$ cat src/rtl/spi_mode_pkg.sv
package spi_mode_pkg;
  localparam int WORD_W     = 16;
  localparam int HDR_W      = 8;
  localparam int IDX_W      = 7;
  localparam int DATA_W     = 8;
  localparam int RW_FIRST   = 16;
  localparam int RW_COUNT   = 6;
  localparam int FLAG_IDX   = 22;
  localparam int ID_IDX     = 23;
  localparam int FLAG_W     = 2;
  localparam int ID_W       = 5;
  localparam int PULSE_SLOT = 4;
  localparam int PULSE_BIT  = 6;

  // Reset value of writable slot s (slot 0 is index RW_FIRST).
  function automatic logic [DATA_W-1:0] slot_reset(input int s);
    case (s)
      0, 1:    return 8'hFF;
      2:       return 8'h50;
      5:       return 8'h01;
      default: return 8'h00;
    endcase
  endfunction

  // Bits of slot s that hold state; the pulse bit is not stored.
  function automatic logic [DATA_W-1:0] slot_wmask(input int s);
    case (s)
      3:       return 8'hF7;
      4:       return 8'h3F;
      5:       return 8'h07;
      default: return 8'hFF;
    endcase
  endfunction

  // Value a slot takes when written with d.
  function automatic logic [DATA_W-1:0] slot_update(input int s, input logic [DATA_W-1:0] d);
    return d & slot_wmask(s);
  endfunction
endpackage

$ cat src/rtl/spi_edge_detect.sv
module spi_edge_detect (
  input  logic clk,
  input  logic rst_n,
  input  logic sig,
  output logic rise,
  output logic fall
);
  logic sig_q;

  always_ff @(posedge clk) begin
    if (!rst_n) sig_q <= 1'b0;
    else        sig_q <= sig;
  end

  assign rise = sig & ~sig_q;
  assign fall = ~sig & sig_q;
endmodule

$ cat src/rtl/spi_word_shifter.sv
module spi_word_shifter #(
  parameter int WORD_W = 16,
  parameter int HDR_W  = 8,
  localparam int CNT_W = $clog2(WORD_W + 1)
) (
  input  logic              clk,
  input  logic              rst_n,
  input  logic              csn,
  input  logic              bit_in,
  input  logic              rise,
  output logic [CNT_W-1:0]  bit_cnt,
  output logic              hdr_done,
  output logic [HDR_W-1:0]  hdr_word,
  output logic              word_done,
  output logic [WORD_W-1:0] word_full
);
  localparam logic [CNT_W-1:0] CNT_FULL = CNT_W'(WORD_W);
  localparam logic [CNT_W-1:0] CNT_LAST = CNT_W'(WORD_W - 1);
  localparam logic [CNT_W-1:0] CNT_HDR  = CNT_W'(HDR_W - 1);

  logic [WORD_W-2:0] shf_q;
  logic              take;

  assign take      = rise & ~csn & (bit_cnt < CNT_FULL);
  assign hdr_done  = take && (bit_cnt == CNT_HDR);
  assign hdr_word  = {shf_q[HDR_W-2:0], bit_in};
  assign word_done = take && (bit_cnt == CNT_LAST);
  assign word_full = {shf_q, bit_in};

  always_ff @(posedge clk) begin
    if (!rst_n) begin
      bit_cnt <= '0;
      shf_q   <= '0;
    end else if (csn) begin
      bit_cnt <= '0;
    end else if (take) begin
      shf_q   <= {shf_q[WORD_W-3:0], bit_in};
      bit_cnt <= bit_cnt + 1'b1;
    end
  end
endmodule

$ cat src/rtl/spi_read_shift.sv
module spi_read_shift #(
  parameter int DATA_W = 8,
  parameter int HDR_W  = 8,
  parameter int CNT_W  = 5
) (
  input  logic              clk,
  input  logic              rst_n,
  input  logic              csn,
  input  logic              fall,
  input  logic [CNT_W-1:0]  bit_cnt,
  input  logic              rd_req,
  input  logic [DATA_W-1:0] rd_data,
  output logic              miso
);
  localparam logic [CNT_W-1:0] CNT_LOAD = CNT_W'(HDR_W);

  logic [DATA_W-1:0] tx_q;

  always_ff @(posedge clk) begin
    if (!rst_n || csn) begin
      tx_q <= '0;
    end else if (fall && bit_cnt == CNT_LOAD) begin
      tx_q <= rd_req ? rd_data : '0;
    end else if (fall && bit_cnt > CNT_LOAD) begin
      tx_q <= {tx_q[DATA_W-2:0], 1'b0};
    end
  end

  assign miso = tx_q[DATA_W-1];
endmodule

$ cat src/rtl/mode_reg_bank.sv
module mode_reg_bank
  import spi_mode_pkg::*;
#(
  parameter int BK_DATA_W   = DATA_W,
  parameter int BK_IDX_W    = IDX_W,
  parameter int BK_FIRST    = RW_FIRST,
  parameter int BK_COUNT    = RW_COUNT,
  parameter int BK_FLAG_IDX = FLAG_IDX,
  parameter int BK_ID_IDX   = ID_IDX,
  parameter int BK_FLAG_W   = FLAG_W,
  parameter int BK_ID_W     = ID_W,
  localparam int FLAT_W     = BK_COUNT * BK_DATA_W
) (
  input  logic                 clk,
  input  logic                 rst_n,
  input  logic                 wr_en,
  input  logic [BK_IDX_W-1:0]  wr_idx,
  input  logic [BK_DATA_W-1:0] wr_data,
  input  logic [BK_IDX_W-1:0]  rd_idx,
  input  logic [BK_FLAG_W-1:0] zero_flags,
  input  logic [BK_ID_W-1:0]   dev_id,
  output logic [FLAT_W-1:0]    regs_flat,
  output logic [BK_DATA_W-1:0] rd_data,
  output logic                 pulse
);
  localparam logic [BK_IDX_W-1:0] PULSE_IDX = BK_IDX_W'(BK_FIRST + PULSE_SLOT);

  for (genvar k = 0; k < BK_COUNT; k++) begin : g_slot
    logic [BK_DATA_W-1:0] q;
    logic                 hit;
    assign hit = wr_en && (wr_idx == BK_IDX_W'(BK_FIRST + k));
    always_ff @(posedge clk) begin
      if (!rst_n)   q <= slot_reset(k);
      else if (hit) q <= slot_update(k, wr_data);
    end
    assign regs_flat[k*BK_DATA_W +: BK_DATA_W] = q;
  end

  always_ff @(posedge clk) begin
    if (!rst_n) pulse <= 1'b0;
    else        pulse <= wr_en && (wr_idx == PULSE_IDX) && wr_data[PULSE_BIT];
  end

  always_comb begin
    rd_data = '0;
    for (int k = 0; k < BK_COUNT; k++) begin
      if (rd_idx == BK_IDX_W'(BK_FIRST + k)) rd_data = regs_flat[k*BK_DATA_W +: BK_DATA_W];
    end
    if (rd_idx == BK_IDX_W'(BK_FLAG_IDX)) rd_data = BK_DATA_W'(zero_flags);
    if (rd_idx == BK_IDX_W'(BK_ID_IDX))   rd_data = BK_DATA_W'(dev_id);
  end
endmodule

$ cat src/rtl/spi_mode_ctrl.sv
module spi_mode_ctrl
  import spi_mode_pkg::*;
(
  input  logic              clk,
  input  logic              rst_n,
  input  logic              spi_csn,
  input  logic              spi_sclk,
  input  logic              spi_mosi,
  output logic              spi_miso,
  output logic              spi_miso_oe,
  input  logic [FLAG_W-1:0] zero_flags,
  input  logic [ID_W-1:0]   dev_id,
  output logic [DATA_W-1:0] atten_left,
  output logic [DATA_W-1:0] atten_right,
  output logic [DATA_W-1:0] fmt_ctrl,
  output logic [DATA_W-1:0] out_ctrl,
  output logic [DATA_W-1:0] path_ctrl,
  output logic [DATA_W-1:0] zero_ctrl,
  output logic              soft_rst_pulse
);
  localparam int CNT_W = $clog2(WORD_W + 1);

  logic                       sclk_rise, sclk_fall;
  logic [CNT_W-1:0]           bit_cnt;
  logic                       hdr_done, word_done;
  logic [HDR_W-1:0]           hdr_word;
  logic [WORD_W-1:0]          word_full;
  logic                       hdr_rw_q;
  logic [IDX_W-1:0]           hdr_idx_q;
  logic                       wr_commit;
  logic [IDX_W-1:0]           wr_idx;
  logic [DATA_W-1:0]          wr_data;
  logic [DATA_W-1:0]          rd_data;
  logic [RW_COUNT*DATA_W-1:0] regs_flat;

  spi_edge_detect u_sclk_edge (
    .clk  (clk),
    .rst_n(rst_n),
    .sig  (spi_sclk),
    .rise (sclk_rise),
    .fall (sclk_fall)
  );

  spi_word_shifter #(.WORD_W(WORD_W), .HDR_W(HDR_W)) u_shift (
    .clk      (clk),
    .rst_n    (rst_n),
    .csn      (spi_csn),
    .bit_in   (spi_mosi),
    .rise     (sclk_rise),
    .bit_cnt  (bit_cnt),
    .hdr_done (hdr_done),
    .hdr_word (hdr_word),
    .word_done(word_done),
    .word_full(word_full)
  );

  // Header latch: direction and index for the data phase of a read.
  always_ff @(posedge clk) begin
    if (!rst_n) begin
      hdr_rw_q  <= 1'b0;
      hdr_idx_q <= '0;
    end else if (hdr_done) begin
      hdr_rw_q  <= hdr_word[HDR_W-1];
      hdr_idx_q <= hdr_word[IDX_W-1:0];
    end
  end

  assign wr_commit = word_done & ~word_full[WORD_W-1];
  assign wr_idx    = word_full[DATA_W +: IDX_W];
  assign wr_data   = word_full[DATA_W-1:0];

  mode_reg_bank u_bank (
    .clk       (clk),
    .rst_n     (rst_n),
    .wr_en     (wr_commit),
    .wr_idx    (wr_idx),
    .wr_data   (wr_data),
    .rd_idx    (hdr_idx_q),
    .zero_flags(zero_flags),
    .dev_id    (dev_id),
    .regs_flat (regs_flat),
    .rd_data   (rd_data),
    .pulse     (soft_rst_pulse)
  );

  spi_read_shift #(.DATA_W(DATA_W), .HDR_W(HDR_W), .CNT_W(CNT_W)) u_tx (
    .clk    (clk),
    .rst_n  (rst_n),
    .csn    (spi_csn),
    .fall   (sclk_fall),
    .bit_cnt(bit_cnt),
    .rd_req (hdr_rw_q),
    .rd_data(rd_data),
    .miso   (spi_miso)
  );

  always_ff @(posedge clk) begin
    if (!rst_n) spi_miso_oe <= 1'b0;
    else        spi_miso_oe <= ~spi_csn;
  end

  assign atten_left  = regs_flat[0*DATA_W +: DATA_W];
  assign atten_right = regs_flat[1*DATA_W +: DATA_W];
  assign fmt_ctrl    = regs_flat[2*DATA_W +: DATA_W];
  assign out_ctrl    = regs_flat[3*DATA_W +: DATA_W];
  assign path_ctrl   = regs_flat[4*DATA_W +: DATA_W];
  assign zero_ctrl   = regs_flat[5*DATA_W +: DATA_W];
endmodule

$ cat config.mk
export PLATFORM = sky130hd
export DESIGN_NAME = spi_mode_ctrl
export DESIGN_NICKNAME = d
export VERILOG_FILES = /design/src/rtl/spi_mode_pkg.sv /design/src/rtl/spi_edge_detect.sv /design/src/rtl/spi_word_shifter.sv /design/src/rtl/spi_read_shift.sv /design/src/rtl/mode_reg_bank.sv /design/src/rtl/spi_mode_ctrl.sv
export SDC_FILE = /design/constraint.sdc
export NUM_CORES = 1
export LEC_CHECK = 0
export ABC_CLOCK_PERIOD_IN_PS = 5220
export CAP_MARGIN = 20
export CORE_ASPECT_RATIO = 1.75
export CORE_MARGIN = 4
export CORE_UTILIZATION = 45
export DETAILED_ROUTE_END_ITERATION = 12
export PLACE_DENSITY_LB_ADDON = 0.2
export SLEW_MARGIN = 10
export SYNTH_ARGS = -nofsm -noshare
export SYNTH_HDL_FRONTEND = slang
export SYNTH_SLANG_ARGS = --single-unit
$ cat constraint.sdc
create_clock -name clk -period 5.22 [get_ports clk]
set_input_delay 1.044 -clock clk [delete_from_list [all_inputs] [get_ports clk]]
set_output_delay 1.044 -clock clk [all_outputs]
set_load 0.02 [all_outputs]
## Yosys cells after proc, flatten, opt, wreduce, memory -nomap -nowiden

Cells that the tools add are included.

- ROM bits: 0
- Bits of input ports: 12
- Logic and storage cells: 89
- Bits in latches: 0
- Bits in writable memories: 0
- Register bits after elaboration: 87
- Output and inout port bits: 51
- Memories: 0

- Bitwise gates (word level): 16
- Shift-type cells: 0
- Multiply operators: 0
- Reductions and logical operators: 16
- Multiplexer cells: 23
- Div/mod/pow operators: 0
- Eq/ne operators: 17
- Magnitude comparators: 2
- $add $sub $neg: 1

Operators with widths:

| kind | number |
|---|---|
| $mux W8 | 23 |
| $eq A7 B5 Y1 const B | 14 |
| $and A8 B8 Y8 | 6 |
| $logic_and A1 B1 Y1 | 11 |
| $eq A5 B4 Y1 const B | 2 |
| $add A5 B1 Y5 const B | 1 |
| $and A1 B1 Y1 | 5 |
| $eq A5 B3 Y1 const B | 1 |
| $gt A5 B4 Y1 const B | 1 |
| $lt A5 B5 Y1 const B | 1 |
| $not A1 Y1 | 5 |
| $reduce_and A2 Y1 | 1 |
| $reduce_bool A2 Y1 | 1 |
| $reduce_or A2 Y1 | 1 |
| $logic_not A1 Y1 | 1 |
| $logic_or A1 B1 Y1 | 1 |

## Logic depth before layout (Yosys ltp)

- Depth in word-level cells: 11
- Mapped depth: 8
- Depth with buffers taken out: 7

## Cells and area by module

Synthesis repeated with hierarchy kept, for this count alone.

- Cell total of the unflattened synthesis: 400
- Area total of the unflattened synthesis: 3777.4 sq um

Modules (own cells, without submodules):

| module | instances | cells each | area each (sq um) | seq. area each (sq um) |
|---|---|---|---|---|
| mode_reg_bank | 1 | 217 | 2120.8 | 820.8 |
| spi_word_shifter | 1 | 103 | 869.6 | 400.4 |
| spi_read_shift | 1 | 48 | 414.1 | 160.2 |
| spi_mode_ctrl | 1 | 28 | 334.1 | 180.2 |
| spi_edge_detect | 1 | 4 | 38.8 | 20.0 |

## Least setup slack after synthesis

No wires, ideal clock.

- Kind: input -> register
- Start point: input spi_csn
- End point: register u_bank.g_slot[1].q[0]
- Arrival time: 2180 ps
- Path buffers: 1
- Path slack: 2969 ps
- Data required time: 5148 ps
- Stages on the path: 5
- Library setup time: 72 ps
- Path through: nor4b_4 -> and3_1 -> and4bb_1 -> buf_4 -> mux2i_1

- Longest elaborated chain between the ends: 6

Ends and longest elaborated chain:

| element | line | source |
|---|---|---|
| start: declaration | spi_mode_ctrl.sv:6 | `input logic spi_csn,` |
| $not A1 Y1 (no source line) | - |  |
| $and A1 B1 Y1 (2 in series) | spi_word_shifter.sv:24 | `assign take = rise & ~csn & (bit_cnt < CNT_FULL);` |
| $logic_and A1 B1 Y1 | spi_word_shifter.sv:27 | `assign word_done = take && (bit_cnt == CNT_LAST);` |
| $and A1 B1 Y1 | spi_mode_ctrl.sv:68 | `assign wr_commit = word_done & ~word_full[WORD_W-1];` |
| $logic_and A1 B1 Y1 | mode_reg_bank.sv:31 | `assign hit = wr_en && (wr_idx == BK_IDX_W'(BK_FIRST + k));` |
| end signal: assignment | mode_reg_bank.sv:33 | `if (!rst_n) q <= slot_reset(k);` |
| end signal: assignment | mode_reg_bank.sv:34 | `else if (hit) q <= slot_update(k, wr_data);` |
| end: declaration | mode_reg_bank.sv:29 | `logic [BK_DATA_W-1:0] q;` |

No other way between the ends.
A chain may end at the register's enable or synchronous reset.

## Final worst setup path

- Start point: input spi_sclk
- End point: register u_bank.g_slot[1].q[1]

- Longest elaborated chain between the ends: 6

Ends and longest elaborated chain:

| element | line | source |
|---|---|---|
| start: declaration | spi_mode_ctrl.sv:7 | `input logic spi_sclk,` |
| $and A1 B1 Y1 | spi_edge_detect.sv:15 | `assign rise = sig & ~sig_q;` |
| $and A1 B1 Y1 (2 in series) | spi_word_shifter.sv:24 |  |
| $logic_and A1 B1 Y1 | spi_word_shifter.sv:27 |  |
| $and A1 B1 Y1 | spi_mode_ctrl.sv:68 |  |
| $logic_and A1 B1 Y1 | mode_reg_bank.sv:31 |  |

No other way between the ends.

==> results.ini <==
[routing]
routed_wl_mm = 9.397
ant_nets = 0
wl_per_cell_um = 17.73
dr.pass1.iters = 5
drc_errors = 0
num_vias = 2918
via_per_inst = 5.506
dr.first_iter.drc_count = 236

[floorplanning]
start_util_pct = 45.76
num_io_pins = 63
dieArea_sq_um = 9985
die_w_um = 77.27
row_count = 44
coreArea_sq_um = 8258
fp.dieH_um = 129.2

[clock_network]
cts_sinks = 79
post_cts_buffers = 0
numCtsBuffers = 9
clock_latency_ns = 0.34
cts.path.max_buffers = 2
cts.repair.resized = 0
tritoncts = built
hold_buffers = 0
cts_root_buf = clkbuf_16
path_clk_slew_ns = 0.06
cts_htree_levels = 3

[grt]
grt_pass1_vias = 2837
grt_max_degree = 81
overflow = 0
grt_pass1_wl_mm = 15.18
antenna_found_initial = 0
groute.usage.overall_pct = 19.65

[timing]
layout_min_cycle_time_ns = 2.889
finalHoldViolations = 0
period_share_pct = 55.34
drv_slew = 0
finalSetupTns_ns = 0
max_freq_mhz = 346.2
finalSetupViolations = 0
slew_headroom_pct = 33.11
setup_ws_ns = 2.331
tightest_slew_ns = 1.002
rsz0062_at_grt = false
finalClockSkew_ns = 0.007756

[setup_path]
r2r-start = u_shift.bit_cnt[1]
crit_arrival_ns = 3.15
critPathCaptureType = flip-flop
rr_worst_depth = 7
start_kind = input port
max_stage_delay_ns = 0.61
path_cells = clkdlybuf4s50_1 > nor4b_4 > and3_1 > and4bb_1 > mux2i_1
rrSetupSlack_ns = 2.63
worstPathRequired_ns = 5.48
reg2reg_to = u_bank.g_slot[1].q[1]
cp_max_fo = 8
critPathKind = in2reg
crit_slowest_cell = and4bb_1

[power_and_ir_drop]
p_leak_nw = 1.786
power.density_nw_per_um2 = 285.4
ir_worst_vdd_v = 0.0001759

[layout]
design_area_sq_um = 4608
fin_cells = 530
syn2layout_area_growth_pct = 21.95
n_antenna_cell = 0
fin_util_pct = 55.80
layout.nets = 449
final_common_cell = dfxtp_1
drive_above_1_share_pct = 8.219
mostFrequentLayoutCells = 79 x dfxtp_1, 57 x nand2_1, 53 x mux2i_1, 53 x clkdlybuf4s50_1, 48 x nor2b_1

[synthesis]
ys.flop_type = dfxtp_1
ys_ff_latch = 79
netlist_area_sq_um = 3779
ys_async_sr_fraction_pct = 0
ys.warnings.count = 0
ys_seq_area_share_pct = 41.85
syn_inst = 391
synth_edf_count = 0
syn_avg_cell_area_sq_um = 9.664
synth_cell_type_count = 52

[min_path]
hold_end = u_bank.g_slot[4].q[0]
hold_class = reg2reg
whs_path_depth = 2
min_from = u_bank.g_slot[4].q[0]

[run]
cap_violations = 0

[placed_design]
dpl.cell_count = 515
placed_cell_area_sq_um = 4295
dp_hpwl_mm = 6.731
pre_cts_slack_ns = 1.975
routabilityCongestion = 0.8809
place.port_buffers = 54

[outcome]
status = completed

## cell usage after synthesis (2+ instances only)
cell / number / area share, %
buf_2: 8 / 1.1
nand2b_1: 5 / 0.83
inv_1: 7 / 0.70
mux2i_1: 53 / 14
a22oi_1: 2 / 0.40
nand4_1: 3 / 0.50
nand2_1: 57 / 5.7
nand4_2: 3 / 0.99
mux4_2: 7 / 4.2
or4b_2: 2 / 0.53
a221oi_1: 3 / 0.70
o21ai_0: 6 / 0.79
clkbuf_1: 12 / 1.2
buf_4: 9 / 1.8
nor3_1: 3 / 0.40
nor3b_1: 2 / 0.40
nand3_1: 4 / 0.53
and3_1: 4 / 0.66
a21boi_0: 15 / 3.0
o22ai_1: 2 / 0.33
nor2_1: 13 / 1.3
xor2_1: 2 / 0.46
dfxtp_1: 79 / 42
nand3b_1: 2 / 0.40
a21oi_1: 11 / 1.5
ha_1: 3 / 0.99
buf_6: 2 / 0.60
nor2b_1: 48 / 7.9
## per-stage QoR
stage,total power (W),hold slack (ns)
floorplan,0.0006542,0.4446
finish,0.001315,0.4752
global placement,0.0006647,0.4632
detailed placement,0.0006653,0.4708
CTS,0.001324,0.4785
global route,0.001352,0.5061
## metal layers
metal	routed length [um]	GRT usage [%]	share of wire [%]	vias up
li1	-	-	-	1441
met1	3766	22.27	40	1406
met2	5181	36.68	55	61
met3	303	3.408	3.2	10
met4	145	6.918	1.5	0
met5	0	0	0	-
## state kept, by name, indices dropped and copies added, names as in the netlist
name / count
hdr_idx_q: 7
u_bank.pulse: 1
u_sclk_edge.sig_q: 1
u_shift.shf_q: 15
hdr_rw_q: 1
u_tx.tx_q: 8
spi_miso_oe: 1
u_shift.bit_cnt: 5
u_bank.g_slot.q: 40
## report_power, final
part	leakage (nW)	internal [W]	switching, W
sequential	0.638	0.000605	0.00000217
combinational	0.993	0.0000188	0.0000267
clock	0.155	0.000427	0.000235
total	1.79	0.00105	0.000264
## layout make-up
cell class,instances,area (sq um)
tap,92,115.1
timing repair buffer,56,550.5
fill,788,3650
multi-input combinational,281,2022
sequential,79,1582
clock inverter,4,70.07
inverter,7,26.28
clock buffer,11,242.7
## worst max path at each step
stage               cells past startpoint               endpoint  startpoint  slack (ns)
floorplan                               5  u_bank.g_slot[1].q[0]     spi_csn        2.97
global placement                        5  u_bank.g_slot[1].q[1]     spi_csn        2.02
detailed placement                      5  u_bank.g_slot[1].q[1]    spi_sclk        1.97
CTS                                     5  u_bank.g_slot[1].q[1]    spi_sclk        2.33
global route                            5  u_bank.g_slot[1].q[1]    spi_sclk        2.19
finish                                  5  u_bank.g_slot[1].q[1]    spi_sclk        2.33
## cells by family (layout without fill, tap and decap cells)
kind of cell / count (synthesis) / in the layout / synth area share (%)
muxes: 61 / 61 / 18.51
DFF: 79 / 79 / 41.85
other: 1 / 8 / 0.09924
and+or+nand+nor: 158 / 158 / 23.97
xor gates and xnor gates: 2 / 2 / 0.4637
AOI/OAI and AO/OA: 49 / 49 / 8.775
adders and majority gates: 3 / 3 / 0.9935
buffers and inverters: 38 / 78 / 5.331
## critical path: cells and delay by family
kind / cells / cell delay [ns]
AND/OR/NAND/NOR: 3 / 1.32
multiplexers: 1 / 0.25
buffers and inverters: 1 / 0.52
Power figures use the tool's default switching activity.
